<file path="src/rtl/sbb_pkg.sv">
package sbb_pkg;
    localparam int unsigned ADDR_W     = 32;
    localparam int unsigned DATA_BYTES = 16;
    localparam int unsigned DATA_W     = DATA_BYTES * 8;
    localparam int unsigned NDEST      = 2;

    typedef enum logic {
        DST_SPAD = 1'b0,
        DST_L2C  = 1'b1
    } dest_e;

    typedef struct packed {
        logic [ADDR_W-1:0]     addr;
        logic [DATA_W-1:0]     data;
        logic [DATA_BYTES-1:0] be;
        dest_e                 dest;
    } slot_t;
endpackage

</file>
<file path="src/rtl/sbb_queue.sv">
module sbb_queue
    import sbb_pkg::*;
#(
    parameter int unsigned DEPTH = 4
) (
    input  logic  clk,
    input  logic  rst_n,
    input  logic  push,
    input  slot_t push_slot,
    input  logic  pop,
    output slot_t head,
    output logic  empty,
    output logic  full
);
    localparam int unsigned PTR_W = (DEPTH > 1) ? $clog2(DEPTH) : 1;
    localparam int unsigned CNT_W = $clog2(DEPTH + 1);

    typedef struct packed {
        slot_t [DEPTH-1:0] slots;
        logic [PTR_W-1:0]  rd_ptr;
        logic [PTR_W-1:0]  wr_ptr;
        logic [CNT_W-1:0]  cnt;
    } qstate_t;

    qstate_t st_d, st_q;

    function automatic logic [PTR_W-1:0] bump(input logic [PTR_W-1:0] p);
        if (p == PTR_W'(DEPTH - 1)) return '0;
        return p + 1'b1;
    endfunction

    always_comb begin
        st_d = st_q;
        if (push) begin
            st_d.slots[st_q.wr_ptr] = push_slot;
            st_d.wr_ptr             = bump(st_q.wr_ptr);
        end
        if (pop) begin
            st_d.rd_ptr = bump(st_q.rd_ptr);
        end
        case ({push, pop})
            2'b10:   st_d.cnt = st_q.cnt + 1'b1;
            2'b01:   st_d.cnt = st_q.cnt - 1'b1;
            default: st_d.cnt = st_q.cnt;
        endcase
    end

    always_ff @(posedge clk or negedge rst_n) begin
        if (!rst_n) st_q <= '0;
        else        st_q <= st_d;
    end

    assign head  = st_q.slots[st_q.rd_ptr];
    assign empty = (st_q.cnt == '0);
    assign full  = (st_q.cnt == CNT_W'(DEPTH));
endmodule

</file>
<file path="src/rtl/sbb_pacer.sv">
module sbb_pacer
    import sbb_pkg::*;
#(
    parameter int unsigned SPAD_GAP = 2,
    parameter int unsigned L2C_GAP  = 6
) (
    input  logic             clk,
    input  logic             rst_n,
    input  logic             fire,
    input  dest_e            fire_dest,
    output logic [NDEST-1:0] open
);
    localparam int unsigned MAX_GAP = (SPAD_GAP > L2C_GAP) ? SPAD_GAP : L2C_GAP;
    localparam int unsigned CNT_W   = (MAX_GAP > 1) ? $clog2(MAX_GAP) : 1;

    for (genvar g = 0; g < NDEST; g++) begin : g_dest
        localparam int unsigned GAP = (g == 0) ? SPAD_GAP : L2C_GAP;
        logic [CNT_W-1:0] cnt_d, cnt_q;

        always_comb begin
            cnt_d = cnt_q;
            if (fire && (fire_dest == dest_e'(g))) begin
                cnt_d = CNT_W'(GAP - 1);
            end else if (cnt_q != '0) begin
                cnt_d = cnt_q - 1'b1;
            end
        end

        always_ff @(posedge clk or negedge rst_n) begin
            if (!rst_n) cnt_q <= '0;
            else        cnt_q <= cnt_d;
        end

        assign open[g] = (cnt_q == '0);
    end
endmodule

</file>
<file path="src/rtl/store_bypass_buf.sv">
module store_bypass_buf
    import sbb_pkg::*;
#(
    parameter int unsigned DEPTH    = 4,
    parameter int unsigned SPAD_GAP = 2,
    parameter int unsigned L2C_GAP  = 6
) (
    input  logic                  clk,
    input  logic                  rst_n,
    input  logic                  st_valid,
    input  logic [ADDR_W-1:0]     st_addr,
    input  logic [DATA_W-1:0]     st_data,
    input  logic [DATA_BYTES-1:0] st_be,
    input  logic                  st_dest,
    output logic                  st_stall,
    output logic                  wr_valid,
    input  logic                  wr_ready,
    output logic [ADDR_W-1:0]     wr_addr,
    output logic [DATA_W-1:0]     wr_data,
    output logic [DATA_BYTES-1:0] wr_be,
    output logic                  wr_dest
);
    slot_t            in_slot, head;
    logic             empty, full, fire, take;
    logic [NDEST-1:0] open;

    assign in_slot = '{addr: st_addr, data: st_data, be: st_be, dest: dest_e'(st_dest)};

    assign wr_valid = !empty && open[head.dest];
    assign fire     = wr_valid && wr_ready;
    assign st_stall = full && !fire;
    assign take     = st_valid && !st_stall;

    sbb_queue #(.DEPTH(DEPTH)) u_queue (
        .clk       (clk),
        .rst_n     (rst_n),
        .push      (take),
        .push_slot (in_slot),
        .pop       (fire),
        .head      (head),
        .empty     (empty),
        .full      (full)
    );

    sbb_pacer #(.SPAD_GAP(SPAD_GAP), .L2C_GAP(L2C_GAP)) u_pacer (
        .clk       (clk),
        .rst_n     (rst_n),
        .fire      (fire),
        .fire_dest (head.dest),
        .open      (open)
    );

    assign wr_addr = head.addr;
    assign wr_data = head.data;
    assign wr_be   = head.be;
    assign wr_dest = head.dest;
endmodule

</file>
<file path="config.mk">
export PLATFORM = sky130hd
export DESIGN_NAME = store_bypass_buf
export DESIGN_NICKNAME = d
export VERILOG_FILES = /design/src/rtl/sbb_pkg.sv /design/src/rtl/sbb_queue.sv /design/src/rtl/sbb_pacer.sv /design/src/rtl/store_bypass_buf.sv
export SDC_FILE = /design/constraint.sdc
export NUM_CORES = 1
export LEC_CHECK = 0
export BUFFER_PORTS_ARGS = -buffer_cell sky130_fd_sc_hd__buf_4
export CORE_MARGIN = 2
export CORE_UTILIZATION = 53
export DETAILED_ROUTE_END_ITERATION = 7
export PLACE_DENSITY = 0.71
export SLEW_MARGIN = 20
export SYNTH_ARGS = -nofsm -noshare
export SYNTH_HDL_FRONTEND = slang
export SYNTH_SLANG_ARGS = --single-unit
</file>
<file path="constraint.sdc">
create_clock -name clk -period 3.4 [get_ports clk]
set_input_delay 0.68 -clock clk [delete_from_list [all_inputs] [get_ports clk]]
set_output_delay 0.68 -clock clk [all_outputs]
set_load 0.1 [all_outputs]
</file>
# --- Yosys cells after proc, flatten, opt, wreduce, memory -nomap -nowiden ---
# Cells that the tools add are included.
totals:
  regBits: 721
  inputBits: 181
  out_inout_bits: 179
  word_cells: 75
op_classes:
  addsub: 6
  n_lt_le_gt_ge: 4
  eq_ne: 5
  mux: 20
  bitwise_logic: 1
  reduce_logical: 18
op_table:
  columns: ["cell", "count"]
  rows:
  - ["$bwmux W708", 1]
  - ["$bmux W177 S2", 1]
  - ["$demux W177 S2", 1]
  - ["$mux W177", 2]
  - ["$mux W3", 4]
  - ["$logic_not A3 Y1", 3]
  - ["$sub A3 B1 Y3 const B", 3]
  - ["$mux W2", 4]
  - ["$logic_and A1 B1 Y1", 7]
  - ["$eq A2 B2 Y1 const B", 3]
  - ["$lt A2 B3 Y1 const B", 2]
  - ["$mux W1", 6]
  - ["$pmux W3 S2", 1]
  - ["$reduce_bool A2 Y1", 3]
  - ["$reduce_bool A3 Y1", 2]
  - ["$add A2 B1 Y2 const B", 2]
  - ["$add A3 B1 Y3 const B", 1]
  - ["$eq A3 B3 Y1 const B", 1]
  - ["$logic_not A1 Y1", 3]
  - ["$eq A2 B1 Y1 const B", 1]
  - ["$ge A2 B1 Y1 const B", 1]
  - ["$lt A1 B2 Y1 const B", 1]
  - ["$not A1 Y1", 1]

# --- Logic depth before layout (Yosys ltp) ---
# Gate-level depths: netlist (run 1).
logic_depth:
  word_depth: 12
  ltp_mapped: 10
  depth_no_buf: 10

# --- By module ---
# From an unflattened synthesis (run 1), not the netlist that was laid out.
hier_totals:
  cells_unflattened: 1790
  area_unflattened_um2: 31402.6
by_module_without_submodules:
  columns: ["mod", "instances", "cells_each", "area_per_inst_um2", "seq_area_each_um2"]
  rows:
  - ["sbb_queue", 1, 1748, 31003.5, 17892.2]
  - ["sbb_pacer", 1, 34, 340.3, 150.1]
  - ["store_bypass_buf", 1, 8, 58.8, 0.0]

# --- Worst setup path before layout (run 1) ---
# Ideal clock, no wire load.
synth_path:
  path_kind: "register to output"
  startpoint: "register u_queue.st_q[5] (netlist name)"
  endpoint: "output port wr_valid"
  arrival_ns: 2.870
  required_ns: 2.720
  setup_slack_ns: -0.150
  stages_incl_launch_ff: 5
  n_path_buf: 1
  cell_sequence: "dfrtp_1 -> buf_6 -> mux4_2 -> mux2i_4 -> nor2_1"
synth_via:
  elab_chain_len: 5
synth_rtl:
  columns: ["element", "line_no", "text"]
  rows:
  - ["start, declared", "sbb_queue.sv:25", "qstate_t st_d, st_q;"]
  - ["start signal, assigned", "sbb_queue.sv:50", "else st_q <= st_d;"]
  - ["$bmux W177 S2", "sbb_queue.sv:53", "assign head = st_q.slots[st_q.rd_ptr];"]
  - ["$mux W177 (implied by the code)", "sbb_queue.sv:53", null]
  - ["via wr_dest", "store_bypass_buf.sv:21", "output logic wr_dest"]
  - ["$mux W1 (implied by the code) (2 in a row)", "store_bypass_buf.sv:29", "assign wr_valid = !empty && open[head.dest];"]
  - ["$logic_and A1 B1 Y1", "store_bypass_buf.sv:29", null]
  - ["end, declared", "store_bypass_buf.sv:16", "output logic wr_valid,"]
# The timed path passes the listed nets, and every way through them passes these cells. The select of a mux whose other input is x is not followed.

# --- Worst setup path in the final report (run 1) ---
layout_path:
  startpoint: "register u_queue.st_q[5] (netlist name)"
  endpoint: "output port st_stall"
layout_via:
  elab_chain_len: 8
layout_rtl:
  columns: ["element", "line_no", "text"]
  rows:
  - ["$bmux W177 S2", "sbb_queue.sv:53", null]
  - ["$mux W177 (implied by the code)", "sbb_queue.sv:53", null]
  - ["$mux W1 (implied by the code) (2 in a row)", "store_bypass_buf.sv:29", null]
  - ["$logic_and A1 B1 Y1", "store_bypass_buf.sv:29", null]
  - ["$logic_and A1 B1 Y1", "store_bypass_buf.sv:30", "assign fire = wr_valid && wr_ready;"]
  - ["$logic_not A1 Y1", "store_bypass_buf.sv:31", "assign st_stall = full && !fire;"]
  - ["$logic_and A1 B1 Y1", "store_bypass_buf.sv:31", null]
  - ["end, declared", "store_bypass_buf.sv:15", "output logic st_stall,"]
# No other way between the ends. The select of a mux whose other input is x is not followed.

==> results of run 1 <==
cell usage in the layout (no fill, tap or decap), drive strengths merged:
cell      netlist  layout
mux2          712     712
nor3            2       2
inv            11      12
a21oi           3       3
diode           0       3
clkinv          0      15
nor2b           4       4
o211ai          1       1
ha              9       9
xnor2           1       1
mux2i           1       1
bufinv          0       7
o21ai           6       6
dfrtp         721     721
mux4          177     177
nand2b          3       3
o21a            2       2
nand3           1       1
o22ai           1       1
o41a            1       1
and3            4       4
fa              1       1
clkbuf         26     118
clkinvlp        0       1
or3             2       2
buf            94     406
a211oi          1       1
nand2           4       4
bufbuf          0       1
a32oi           1       1
nor2            6       6
per-layer routing:
metal	wire, µm	share of wire	up-vias
met5	45	0.00061	-
met4	1600	0.022	8
met3	4750	0.064	113
met2	35600	0.48	369
met1	32200	0.43	9503
li1	-	-	7415
cells by family (layout without fill, tap and decap cells):
kind of cell | count (synthesis) | count (layout) | synth area share
compound gates | 16 | 16 | 0.00319
xor+xnor | 1 | 1 | 0.000262
fa+ha+maj | 10 | 10 | 0.00397
buf+inv | 131 | 560 | 0.0292
flops | 721 | 721 | 0.541
mux | 890 | 890 | 0.419
other cells | 0 | 3 | 0
simple gates | 26 | 26 | 0.00401
state kept, by name, indices dropped and copies added, names as in the netlist:
register              flops
u_pacer.g_dest.cnt_q      6
u_queue.st_q            715
stage by stage:
stage	instance area [µm²]	hold WS, ns	worst slack (ns)	utilization
final	39700	0.0770	0.133	0.640
after global routing	39600	0.0875	0.0199	0.640
after CTS	39600	0.0654	0.0590	0.640
after detailed placement	36900	0.470	0.442	0.596
after global placement	36900	0.462	0.494	0.596
after floorplan	33400	0.384	0.316	-
timing repair:
item | in CTS | in global routing
pin swaps | 0 | 0
gates cloned | 1 | 0
endpoints found under the setup margin | 108 | 1
gates resized for setup | 1 | 1
layout make-up:
| type | instances | area, µm² |
|---|---|---|
| multi-input cells | 943 | 14400 |
| clock buffers | 118 | 2350 |
| repair buffers | 407 | 3450 |
| diodes | 3 | 7.51 |
| well taps | 837 | 1050 |
| clock inverters | 24 | 324 |
| flip-flops and latches | 721 | 18000 |
| inverters | 11 | 41.3 |
| fillers | 4422 | 22300 |
worst max-delay path by stage:
stage / to / cells past startpoint / slack (ns) / start
global route: st_stall / 5 / 0.02 / u_queue.st_q[5]
CTS: st_stall / 5 / 0.06 / u_queue.st_q[5]
floorplan: wr_valid / 4 / 0.32 / u_queue.st_q[5]
detailed placement: u_queue.st_q[335] / 6 / 0.44 / u_queue.st_q[5]
finish: st_stall / 5 / 0.13 / u_queue.st_q[5]
global placement: wr_data[84] / 3 / 0.49 / u_queue.st_q[5]
==> summary.txt, run 1 <==
Run status
  • Outcome: finished clean

Timing
  • Setup Total Neg Slack: 0 ns
  • Hold Vio Cnt, Final: 0
  • Final Setup Violations: 0
  • Clk_skew: 0.0194 ns
  • Min Tclk post-route: 3.27 ns
  • RSZ-0062 raised after global routing: no
  • Worst-Margin Slew: 0.704 ns
  • Slew Limit Fails: 0
  • Max_slew headroom: 0.531
  • Final period utilization: 0.961
  • Fmax: 0.306 GHz

Die
  • Top Ports: between 300 and 400
  • Initial Util: 0.539
  • Die height: ~250 µm
  • Area of the die: around 65000 µm²
  • Die width: roughly 250 µm
  • # rows: 91
  • Core ar.: around 62000 µm²

Setup path
  • Nature of the critical path startpoint: flip-flop
  • Crit-path cells: mux4_2 > mux2i_4 > o211ai_4 > inv_1 > buf_4
  • Crit Path Category: flip-flop to output pin
  • Crit path max-delay family: multiplexers
  • Buffers & Inverters on Critical Path: 2
  • R2r endpoint: u_queue.st_q[2]
  • R2R cell count: 8
  • CP max-delay cell: mux4_2
  • CP required: between 2 and 3 ns
  • CP peak stage delay: 0.60 ns
  • CP endpoint kind: output pin
  • FF-to-FF Start: u_queue.st_q[5]
  • R2r setup slk: around 0.4 ns
  • CP Data Arrival Time: between 2 and 3 ns
  • Critical Path Fanout Max: 8

Yosys
  • Synth area leaders: dfrtp_1 54%, mux2_4 23%, mux4_2 12%
  • Avg Cell Area, Syn: ~19 µm²
  • Top_reg_cell synth: dfrtp_1
  • Post-synth top area share: 0.541
  • Synthesized flop and latch total: approximately 720
  • Post-synth top area cell: dfrtp_1
  • Most frequent cell after synthesis: dfrtp_1
  • FFs w/ async S/R, synth: 1.00
  • Sequential element share of the synthesized area: 0.541
  • Synth cell count leaders: 721 x dfrtp_1, 520 x mux2_4, 192 x mux2_2
  • Post-synthesis cell type count: 29
  • Syn Nets: a little under 2000
  • Synthesized instance count: about 1800
  • Number of synthesized flops with an enable pin: 0
  • Synth warn: 0
  • Mapped cell area: roughly 33000 µm²

Detailed routing
  • DRC violations left: 0
  • DRC marker count from the first detailed-route iteration: ~840
  • First-pass iteration count of the detailed router: 4
  • Drt total wl: 74.2 mm
  • Final antenna-violating net count: 0
  • WL/cell: approximately 24 µm
  • DR vias/cell: between 5 and 6
  • DR vias: 17400

Hold path
  • Hold Path Class: input pin to async pin

Placed design
  • Post-DP HPWL: between 40 and 50 mm
  • Post-placement cell count: 2918
  • Placer Congestion: ~0.77
  • PortBufs: 359

Cells and area
  • Fin cells: 3064
  • P&R area growth vs syn: 18.8%
  • Nets: between 2000 and 2500
  • Share of layout cells above drive strength 1: 0.642

Global route
  • Gr ovfl total: 0
  • Gr usage total: 0.233
  • Top Usage Layer GRT: met2
  • Vias in the first global route: 19600
  • First-pass GRT wire length: 117 mm
  • Largest net degree at the start of global routing: 96
  • Met3 Track Usage GR: 0.0669
  • M2 GR Usage: 0.372
  • Met1 Use GR: 0.315
  • Initial antenna violation count: 6

Clock network
  • Clock Latency Late Sink: about 0.6 ns
  • CTS tree: yes
  • Total number of H-tree levels: 3
  • Cts bufs inserted: 78
  • Root buffer cell: clkbuf_16
  • Clk slew on worst S/H paths: ~0.060 ns
  • Clk buf depth: 3
  • CTS Hold Buffers Added: 0
  • CTS Sinks: just over 700
  • Post-CTS Setup Inserts: 0

Flow run
  • Max_cap viols: 0
Power of run 1 is left out: the tool's default activity adds up to more than one toggle a clock period on the data nets, which glitch-free logic cannot reach.
==> run 2, diff against run 1 <==
==> constraint.sdc (replaced) <==
create_clock -name clk -period 3.4 [get_ports clk]
set_input_delay 0.51 -clock clk [delete_from_list [all_inputs] [get_ports clk]]
set_output_delay 0.51 -clock clk [all_outputs]
set_load 0.1 [all_outputs]
==> run 2 against run 1 <==
- core utilization grew 0.19 points
- die area unchanged
- cell area increased by 0.29%
- non-clock buffer count is 19 higher
- flip-flop and latch count is the same
- clock skew grew 0.0043 ns
- register-to-register slack worse by 0.12 ns
- first-iteration DRC count rose by 4.3%
- via count fell by 0.55%
- critical path depth unchanged
- critical path type unchanged
- largest cell class unchanged
- highest routed layer unchanged
==> summary.txt, run 2 (synthesized netlist as in run 1, its figures left out) <==
Setup path
  • CP endpoint kind: output pin
  • Critical Path Fanout Max: 10
  • R2r setup slk: between 0.2 and 0.3 ns
  • CP Data Arrival Time: between 2 and 3 ns
  • R2R cell count: 6
  • Nature of the critical path startpoint: flip-flop
  • R2r endpoint: u_queue.st_q[528]
  • CP required: between 2 and 3 ns
  • CP peak stage delay: around 0.61 ns
  • Crit Path Category: flip-flop to output pin
  • FF-to-FF Start: u_queue.st_q[5]
  • CP max-delay cell: mux4_2
  • Crit-path cells: mux4_2 > mux2i_4 > o211ai_2 > inv_1 > buf_4

Die
  • Initial Util: 0.539
  • Die height: between 200 and 300 µm
  • Die width: 255 µm
  • Area of the die: 65000 µm²
  • Core ar.: a little over 60000 µm²
  • Top Ports: between 300 and 400
  • # rows: 91

Detailed routing
  • DRC violations left: 0
  • DR vias/cell: 5.62
  • Final antenna-violating net count: 0
  • DRC marker count from the first detailed-route iteration: 877
  • DR vias: 17300
  • Drt total wl: roughly 74 mm
  • WL/cell: ~24 µm
  • First-pass iteration count of the detailed router: 6

Placed design
  • Post-placement cell count: 2936
  • Placer Congestion: 0.782
  • Post-DP HPWL: ~47 mm
  • PortBufs: ~360

Cells and area
  • Fin cells: slightly above 3000
  • Nets: 2372
  • Post-layout util: 0.642
  • Share of layout cells above drive strength 1: 0.645
  • Biggest register: u_queue.st_q
  • Max reg flops: around 720
  • Largest regs: u_queue.st_q (715), u_pacer.g_dest.cnt_q (6)
  • Most common cell after layout, fill and taps aside: dfrtp_1
  • P&R area growth vs syn: 19.1%
  • Most frequent cells in the layout: 719 x dfrtp_1, 520 x mux2_4, 390 x buf_4

Timing
  • Setup Total Neg Slack: 0 ns
  • RSZ-0062 raised after global routing: no
  • Min Tclk post-route: ~3.2 ns
  • Max_slew headroom: 0.548
  • Hold Vio Cnt, Final: 0
  • Worst Hold Margin: 0.152 ns
  • Final Setup Violations: 0
  • Slew Limit Fails: 0
  • Worst-Margin Slew: between 0.6 and 0.7 ns
  • Final period utilization: 0.935
  • Clk_skew: between 0.02 and 0.025 ns
  • Fmax: roughly 0.31 GHz

Clock network
  • Clock Latency Late Sink: 0.61 ns
  • Clk slew on worst S/H paths: 0.06 ns
  • Total number of H-tree levels: 3
  • CTS Sinks: just over 700
  • Root buffer cell: clkbuf_16
  • CTS tree: yes
  • Cts bufs inserted: 78
  • Clk buf depth: 3

Hold path
  • Min-delay src: st_data[5]
  • Worst Hold Path EP: u_queue.st_q[560]
  • Hold depth: 2
  • Hold Path Class: input pin to flip-flop

Global route
  • Gr usage total: 0.231
  • Gr ovfl total: 0
  • Vias in the first global route: 19600
  • Largest net degree at the start of global routing: roughly 100
  • Initial antenna violation count: 6
  • First-pass GRT wire length: 116 mm

Flow run
  • Max_cap viols: 0

Run status
  • Outcome: finished clean
-- run 2: worst max-delay path: cells and delay by family, from the launching register on --
kind | cells | cell delay [ns]
AO/OA/AOI/OAI | 1 | 0.31
buffers and inverters | 2 | 0.35
flip-flops | 1 | 0.55
multiplexers | 2 | 0.86
-- run 2: worst max path at each step --
stage / startpoint / end / slack [ns]
after floorplan: u_queue.st_q[5] / wr_valid / 0.02
after global placement: u_queue.st_q[5] / u_queue.st_q[537] / 0.34
after detailed placement: u_queue.st_q[5] / u_queue.st_q[519] / 0.26
after CTS: u_queue.st_q[6] / wr_addr[19] / 0.02
after global routing: u_queue.st_q[5] / st_stall / 0.07
final: u_queue.st_q[5] / st_stall / 0.22
-- run 2: layout make-up --
class / count / area (µm²)
clock buffer: 114 / 2300
tap: 837 / 1050
antenna: 4 / 10.0
clock inverter: 26 / 294
timing repair buffer: 426 / 3650
fill: 4334 / 22200
inverter: 11 / 41.3
sequential: 721 / 18000
multi-input combinational: 943 / 14400
-- run 2: metrics by stage --
step / cell area [µm²] / setup WS, ns
detailed placement: 37100 / 0.256
finish: 39800 / 0.222
CTS: 39700 / 0.0237
global route: 39800 / 0.0674
global placement: 37100 / 0.340
floorplan: 33400 / 0.0200
-- run 2: metal layers --
layer,track usage,vias to the layer above,share of wire
met4,0.0610,4,0.020
met1,0.312,9393,0.43
met2,0.368,361,0.48
met3,0.0667,102,0.066
li1,-,7453,-
met5,0,-,0.00036
-- run 2: timing repair --
item                       in CTS  in global routing
cloned                          0                  1
setup buffers                   0                  0
hold endpoints to repair       50                  0
hold buffers                    1                  0
setup endpoints to repair      11                  2
resized for setup               1                  0
Power of run 2 is left out for the same reason.
